<file path="src/rtl/flag_clear_pkg.sv">
package flag_clear_pkg;

  // Register accesses that survived break gating, handed from control to datapath.
  typedef struct packed {
    logic rdTake;
    logic wrTake;
  } accStrobe_t;

endpackage

</file>
<file path="src/rtl/flag_clear_ctrl.sv">
module flag_clear_ctrl
  import flag_clear_pkg::*;
(
  input  logic       clk,
  input  logic       rstN,
  input  logic       rdStb,
  input  logic       wrStb,
  input  logic       breakActive,
  input  logic       bcfeWr,
  input  logic       bcfeData,
  output accStrobe_t strb,
  output logic       bcfeQ
);

  logic accessOk;

  always_ff @(posedge clk or negedge rstN) begin
    if (!rstN)       bcfeQ <= 1'b0;
    else if (bcfeWr) bcfeQ <= bcfeData;
  end

  // Software accesses count unless a break is active with clearing disabled.
  assign accessOk = !breakActive || bcfeQ;

  always_comb begin
    strb.rdTake = rdStb && accessOk;
    strb.wrTake = wrStb && accessOk;
  end

endmodule

</file>
<file path="src/rtl/flag_clear_dp.sv">
module flag_clear_dp
  import flag_clear_pkg::*;
#(
  parameter int NUM_FLAGS = 4
) (
  input  logic                 clk,
  input  logic                 rstN,
  input  accStrobe_t           strb,
  input  logic [NUM_FLAGS-1:0] eventIn,
  input  logic [NUM_FLAGS-1:0] wrData,
  output logic [NUM_FLAGS-1:0] flagQ,
  output logic [NUM_FLAGS-1:0] armedQ
);

  for (genvar i = 0; i < NUM_FLAGS; i++) begin : g_bit
    logic clrHit;

    // Second step: a zero written to a bit whose read was recorded.
    assign clrHit = strb.wrTake && !wrData[i] && armedQ[i];

    always_ff @(posedge clk or negedge rstN) begin
      if (!rstN) begin
        flagQ[i]  <= 1'b0;
        armedQ[i] <= 1'b0;
      end else begin
        // A new event wins over a clear in the same cycle.
        if (eventIn[i])  flagQ[i] <= 1'b1;
        else if (clrHit) flagQ[i] <= 1'b0;

        // The arm is used up by any accepted clear, even one that loses to an event.
        if (clrHit)                         armedQ[i] <= 1'b0;
        else if (strb.rdTake && flagQ[i])   armedQ[i] <= 1'b1;
      end
    end
  end

endmodule

</file>
<file path="src/rtl/flag_clear_top.sv">
module flag_clear_top
  import flag_clear_pkg::*;
#(
  parameter int NUM_FLAGS = 4
) (
  input  logic                 clk,
  input  logic                 rstN,
  input  logic [NUM_FLAGS-1:0] eventIn,
  input  logic                 rdStb,
  input  logic                 wrStb,
  input  logic [NUM_FLAGS-1:0] wrData,
  input  logic                 breakActive,
  input  logic                 bcfeWr,
  input  logic                 bcfeData,
  output logic [NUM_FLAGS-1:0] flagOut
);

  accStrobe_t           strb;
  logic                 bcfeQ;
  logic [NUM_FLAGS-1:0] armedQ;

  flag_clear_ctrl u_ctrl (
    .clk         (clk),
    .rstN        (rstN),
    .rdStb       (rdStb),
    .wrStb       (wrStb),
    .breakActive (breakActive),
    .bcfeWr      (bcfeWr),
    .bcfeData    (bcfeData),
    .strb        (strb),
    .bcfeQ       (bcfeQ)
  );

  flag_clear_dp #(.NUM_FLAGS(NUM_FLAGS)) u_dp (
    .clk     (clk),
    .rstN    (rstN),
    .strb    (strb),
    .eventIn (eventIn),
    .wrData  (wrData),
    .flagQ   (flagOut),
    .armedQ  (armedQ)
  );

endmodule

</file>
<file path="config.mk">
export PLATFORM = sky130hd
export DESIGN_NAME = flag_clear_top
export DESIGN_NICKNAME = d
export VERILOG_FILES = /design/src/rtl/flag_clear_pkg.sv /design/src/rtl/flag_clear_ctrl.sv /design/src/rtl/flag_clear_dp.sv /design/src/rtl/flag_clear_top.sv
export SDC_FILE = /design/constraint.sdc
export NUM_CORES = 1
export LEC_CHECK = 0
export ABC_CLOCK_PERIOD_IN_PS = 990
export BUFFER_PORTS_ARGS = -buffer_cell sky130_fd_sc_hd__buf_2
export CAP_MARGIN = 25
export CORE_AREA = 2 2 39 41
export DETAILED_ROUTE_END_ITERATION = 7
export DIE_AREA = 0 0 41 43
export MAX_ROUTING_LAYER = met4
export PLACE_DENSITY = 0.53
export SKIP_LAST_GASP = 1
export SYNTH_ARGS = -nofsm -noshare
export SYNTH_HDL_FRONTEND = slang
export SYNTH_SLANG_ARGS = --single-unit
</file>
<file path="constraint.sdc">
create_clock -name clk -period 0.99 [get_ports clk]
set_input_delay 0.0495 -clock clk [delete_from_list [all_inputs] [get_ports clk]]
set_output_delay 0.0495 -clock clk [all_outputs]
set_load 0.02 [all_outputs]
</file>
======== Word level (Yosys, flattened, before mapping) ========
Cells that the tools add are included.
word-level totals
  bits in registers ....................... 9
  bits of input ports ..................... 15
  output and inout port bits .............. 4
  word-level logic and storage cells ...... 53
cells by class
  muxes and demuxes ....................... 16
  reduce and logical (&&, ||, !) cells .... 28
operator list
  operator            number
  2-to-1 mux 1 bit    16
  nonzero test 2 bit  8
  logical AND 1 bit   14
  logical NOT 1 bit   5
  logical OR 1 bit    1

======== Logic depth before layout (Yosys ltp) ========
  depth in word-level cells ............... 7
  gate-level depth with buffers ........... 3
  gate-level depth less buffers ........... 3

======== Hierarchy ========
Synthesis repeated with hierarchy kept, for this count alone.
unflattened totals
  cell total of the unflattened synthesis .. 37
  area total of the unflattened synthesis .. 394.1 µm²
modules (own cells, without submodules)
  module           instances  cells an instance  area an instance (µm²)  sequential area each (µm²)
  flag_clear_dp    1          32                 335.3                   200.2
  flag_clear_ctrl  1          5                  58.8                    25.0

======== Least setup slack after synthesis ========
No wires, ideal clock.
  kind .................................... reg-to-reg
  from .................................... register u_ctrl.bcfeQ
  to ...................................... register u_dp.flagQ[0]
  library setup time ...................... 0.121 ns
  data arrival time ....................... 0.703 ns
  data required time ...................... 0.869 ns
  path slack .............................. 0.166 ns
  stages on the path, launching flop included .. 4
  buffers on the path ..................... 0
  clock period less this slack ............ 0.824 ns
  path through ............................ dfrtp_1 -> nand2b_4 -> nand3b_1 -> o22a_1
on the way
  longest elaborated chain between the ends .. 5
RTL lines
  item                                 line                   source
  from (decl)                          flag_clear_ctrl.sv:12  output logic bcfeQ
  from (signal assigned)               flag_clear_ctrl.sv:19  else if (bcfeWr) bcfeQ <= bcfeData;
  logical OR 1 bit                     flag_clear_ctrl.sv:23  assign accessOk = !breakActive || bcfeQ;
  logical AND 1 bit                    flag_clear_ctrl.sv:27  strb.wrTake = wrStb && accessOk;
  logical AND 1 bit (2 in series)      flag_clear_dp.sv:19    assign clrHit = strb.wrTake && !wrData[i] && armedQ[i];
  nonzero test 2 bit (no source line)  --
  to (signal, indexed assignment)      flag_clear_dp.sv:23    flagQ[i] <= 1'b0;
  to (signal, indexed assignment)      flag_clear_dp.sv:27    if (eventIn[i]) flagQ[i] <= 1'b1;
  to (signal, indexed assignment)      flag_clear_dp.sv:28    else if (clrHit) flagQ[i] <= 1'b0;
  to (decl)                            flag_clear_dp.sv:11    output logic [NUM_FLAGS-1:0] flagQ,
No other way between the ends.
A chain may end at the register's enable or synchronous reset.

======== Worst setup path after layout ========
  from .................................... register u_ctrl.bcfeQ
  to ...................................... register u_dp.flagQ[2]
Same word-level chain as after synthesis.

==> impl_summary.md <==
Global route
Global routing finished with a remaining overflow of 0. The number of global-route vias before repair is 306. In the global route stage, overall resource usage came out at between 10 and 15%. The global-route wire length before repair is ~1.2 mm.

The initial antenna violation count is 0. The maximum number of pins on one net before global-route repair is 10.

Logic synthesis
The synthesized instance count is 32. The synthesized design contains 0 enable-type register cells. The top flip-flop cell by instance count after synthesis is sky130_fd_sc_hd__dfrtp_1. Summed over all instances, the cell type with the most area after synthesis is sky130_fd_sc_hd__dfrtp_1.

The warning count from the yosys run is 0. When the netlist entered floorplanning its net count stood at 47. Summing the sequential cell areas from Yosys gives 55.73% of the chip area.

Each instance of the synthesized netlist takes up on average 12.63 sq um. The top-area cell type share of the netlist area is a little under three fifths. Summing every instance area after synthesis gives 404.1 sq um.

By area the synthesized netlist is led by sky130_fd_sc_hd__dfrtp_1 (56%), sky130_fd_sc_hd__nand2b_1 (12%), sky130_fd_sc_hd__o22a_1 (8.7%), sky130_fd_sc_hd__o2bb2ai_1 (8.7%), sky130_fd_sc_hd__nand3b_1 (7.4%). The library cell with the highest instance count after synthesis is sky130_fd_sc_hd__dfrtp_1. Counting distinct cell types in the post-synthesis netlist gives 8. Ranked by instance count, the synthesized netlist is headed by sky130_fd_sc_hd__dfrtp_1 (9), sky130_fd_sc_hd__nand2b_1 (8), sky130_fd_sc_hd__nand3b_1 (4), sky130_fd_sc_hd__o22a_1 (4), sky130_fd_sc_hd__o2bb2ai_1 (4). The async set-or-reset flop fraction in the synthesized netlist is 100.0%.

The synthesized design contains 9 register bits.

Worst setup path
The critical path goes through nand2b_4 -> nand3b_1 -> o22a_1. Data on the critical path is required at its endpoint by approximately 1100 ps. Among all stages on the critical path, the largest delay is contributed by sky130_fd_sc_hd__dfrtp_1. The family of cells with the greatest summed delay on the critical path is flip-flops. STA classifies the critical path startpoint as a flip-flop.

The number of buffer and inverter instances along the worst setup path is 0. The critical path start-end classification is reg2reg. For the worst setup path, the data arrival time is 1050 ps. The endpoint type of the worst setup path is a flip-flop. The largest fanout of any net on the critical path is 5.

The delay contributed by the slowest stage of the critical path is about 350 ps.

Finish
From synthesis to final layout, the design area changed by 38.70%. The filler cell count in the final layout is between 100 and 150. For this run, the post-layout net count is just over 70. The fraction of final layout cells with drive strength greater than 1 is between 30% and 40%. 0 antenna diodes ended up in the layout.

Clock tree
TritonCTS created 3 clock buffers. The maximum number of buffers from clock root to sink is 2. TritonCTS built the clock tree.

CTS built an H-tree with a depth of 1. Buffers added to address setup during post-CTS repair amount to 0. The number of hold buffers added after cts is 2. The cell sitting at the root of the clock tree is a sky130_fd_sc_hd__clkbuf_4. Clock-pin slew was measured on the worst setup and hold paths at roughly 60 ps. CTS saw 9 sinks. The number of resized instances in the post-cts repair step is 0. The later pin in the worst-skew pair is clocked with a latency of roughly 260 ps.

Timing
For the final database, setup skew stands at 0.5002 ps. The final number of max-transition violations is 0. The number of setup violations in the final report is 0.

The highest achievable clock rate is 1113 MHz. Dividing the final minimum period by the clock period gives 90.77%. Setup repair after global routing left no endpoint under its margin. Counting I/O delays and the setup requirement, the final critical path takes 898.7 ps.

The slew at the pin with the worst max-slew slack is 209.2 ps. The setup total negative slack is 0 ps. The final hold violation count was 0. The worst-case headroom to the max-slew limit is a little under nine tenths.

Routing
The number of vias per cell is 4.556. The initial detailed-routing violation count is 1. The routed length per placed instance is between 10 and 15 um. In this run the remaining antenna-violating nets after routing total 0. Wires add up to 819 um.

The number of detailed-routing iterations run before antenna repair is 4. For this run, design rule violations remaining after detail routing come to 0. The number of vias in the routed layout is between 300 and 400.

Power and ir drop
The worst-case vdd ir drop is a little over 0.9 mV. The design draws approximately 1.1 mW. The static leakage is between 0.2 and 0.25 nW. For this design the ratio of total power to cell area is 1905 nW/um^2.

Die
The floorplan step defined a die boundary enclosing 1763 sq um. The vertical die dimension is ~43 um. The area of the placeable core is approximately 1400 sq um. The total I/O pin count is 19. The number of rows in the core area is 14. For this configuration, the core starts out at a cell density of between 20 and 30%. The die extent in x is about 41 um.

Run
The number of maximum-capacitance constraint violations is 0.

Place
Once detailed placement completed, the half-perimeter wirelength came to roughly 630 um. The count of buffers from port buffering is 18. The routability-driven placement congestion ratio is a little under 0.7.

Run status
The run finished with clean final reports.

Min path
In this run the worst hold path is classified as in2reg.
## placed cells by master, fill, tap and decap left out, drive strengths merged
| master | instances |
|---|---|
| buf | 18 |
| dfrtp | 9 |
| nand2b | 9 |
| nand3b | 4 |
| o22a | 4 |
| o2bb2ai | 4 |
| clkbuf | 4 |
| dlygate4sd3 | 2 |
| nand2 | 1 |
| mux2 | 1 |
## report_power, final
part	switching [mW]	internal (mW)	total, mW
combinational	0.110	0.151	0.261
clock	0.127	0.155	0.282
sequential	0.0648	0.460	0.525
total	0.301	0.766	1.07
## registers in the layout, summed over array words and instances, names as in the netlist
register / cells
u_dp.armedQ: 4
u_dp.flagQ: 4
u_ctrl.bcfeQ: 1
## final timing paths
path	start	to	slack [ps]	depth (start not counted)
setup / recovery	u_ctrl.bcfeQ	u_dp.flagQ[2]	90	3
hold / removal	bcfeWr	u_ctrl.bcfeQ	20	2
setup reg to reg	u_ctrl.bcfeQ	u_dp.flagQ[2]	90	3
hold reg to reg	u_ctrl.bcfeQ	u_ctrl.bcfeQ	500	1
max in group asynchronous	rstN	u_dp.flagQ[0]	640	2
min in group asynchronous	rstN	u_dp.flagQ[2]	170	2
## area by class of cell
| class | count | area (sq um) | share of cell area [%] |
|---|---|---|---|
| clock buffers | 4 | 26.28 | 4.687 |
| repair buffers | 20 | 110.1 | 19.64 |
| well taps | 16 | 20.02 | 3.571 |
| multi-input cells | 23 | 178.9 | 31.92 |
| flip-flops and latches | 9 | 225.2 | 40.18 |
## layer usage
layer / wire [um] / track usage [%] / vias to the layer above
met5: 0 / - / -
met1: 388 / 13.91 / 147
met4: 14 / 8.000 / 0
met2: 345 / 14.37 / 13
met3: 70 / 3.141 / 2
li1: - / - / 166
## cell families (layout without fill, tap and decap cells)
group / after synthesis / count (layout) / synth area share [%]
multiplexers: 1 / 1 / 2.786
AND/OR/NAND/NOR: 14 / 14 / 24.15
flip-flops: 9 / 9 / 55.73
buffers and inverters: 0 / 24 / 0
AO/OA/AOI/OAI: 8 / 8 / 17.34
## metrics by stage
| step | cells | instance area [sq um] | setup slack, ps | utilization (%) | hold WS (ps) |
|---|---|---|---|---|---|
| 5_1_grt | 72 | 560.5 | 28.37 | 40.51 | 38.35 |
| 6_report | 72 | 560.5 | 91.34 | 40.51 | 18.94 |
| 3_3_place_gp | 66 | 514.2 | 111.6 | 37.16 | -86.14 |
| 4_1_cts | 72 | 560.5 | 71.38 | 40.51 | 14.99 |
| 3_5_place_dp | 66 | 514.2 | 81.36 | 37.16 | -83.11 |
| 2_1_floorplan | 32 | 404.1 | 165.9 | - | -246.1 |
No activity file was read; power rests on OpenSTA's default activity.
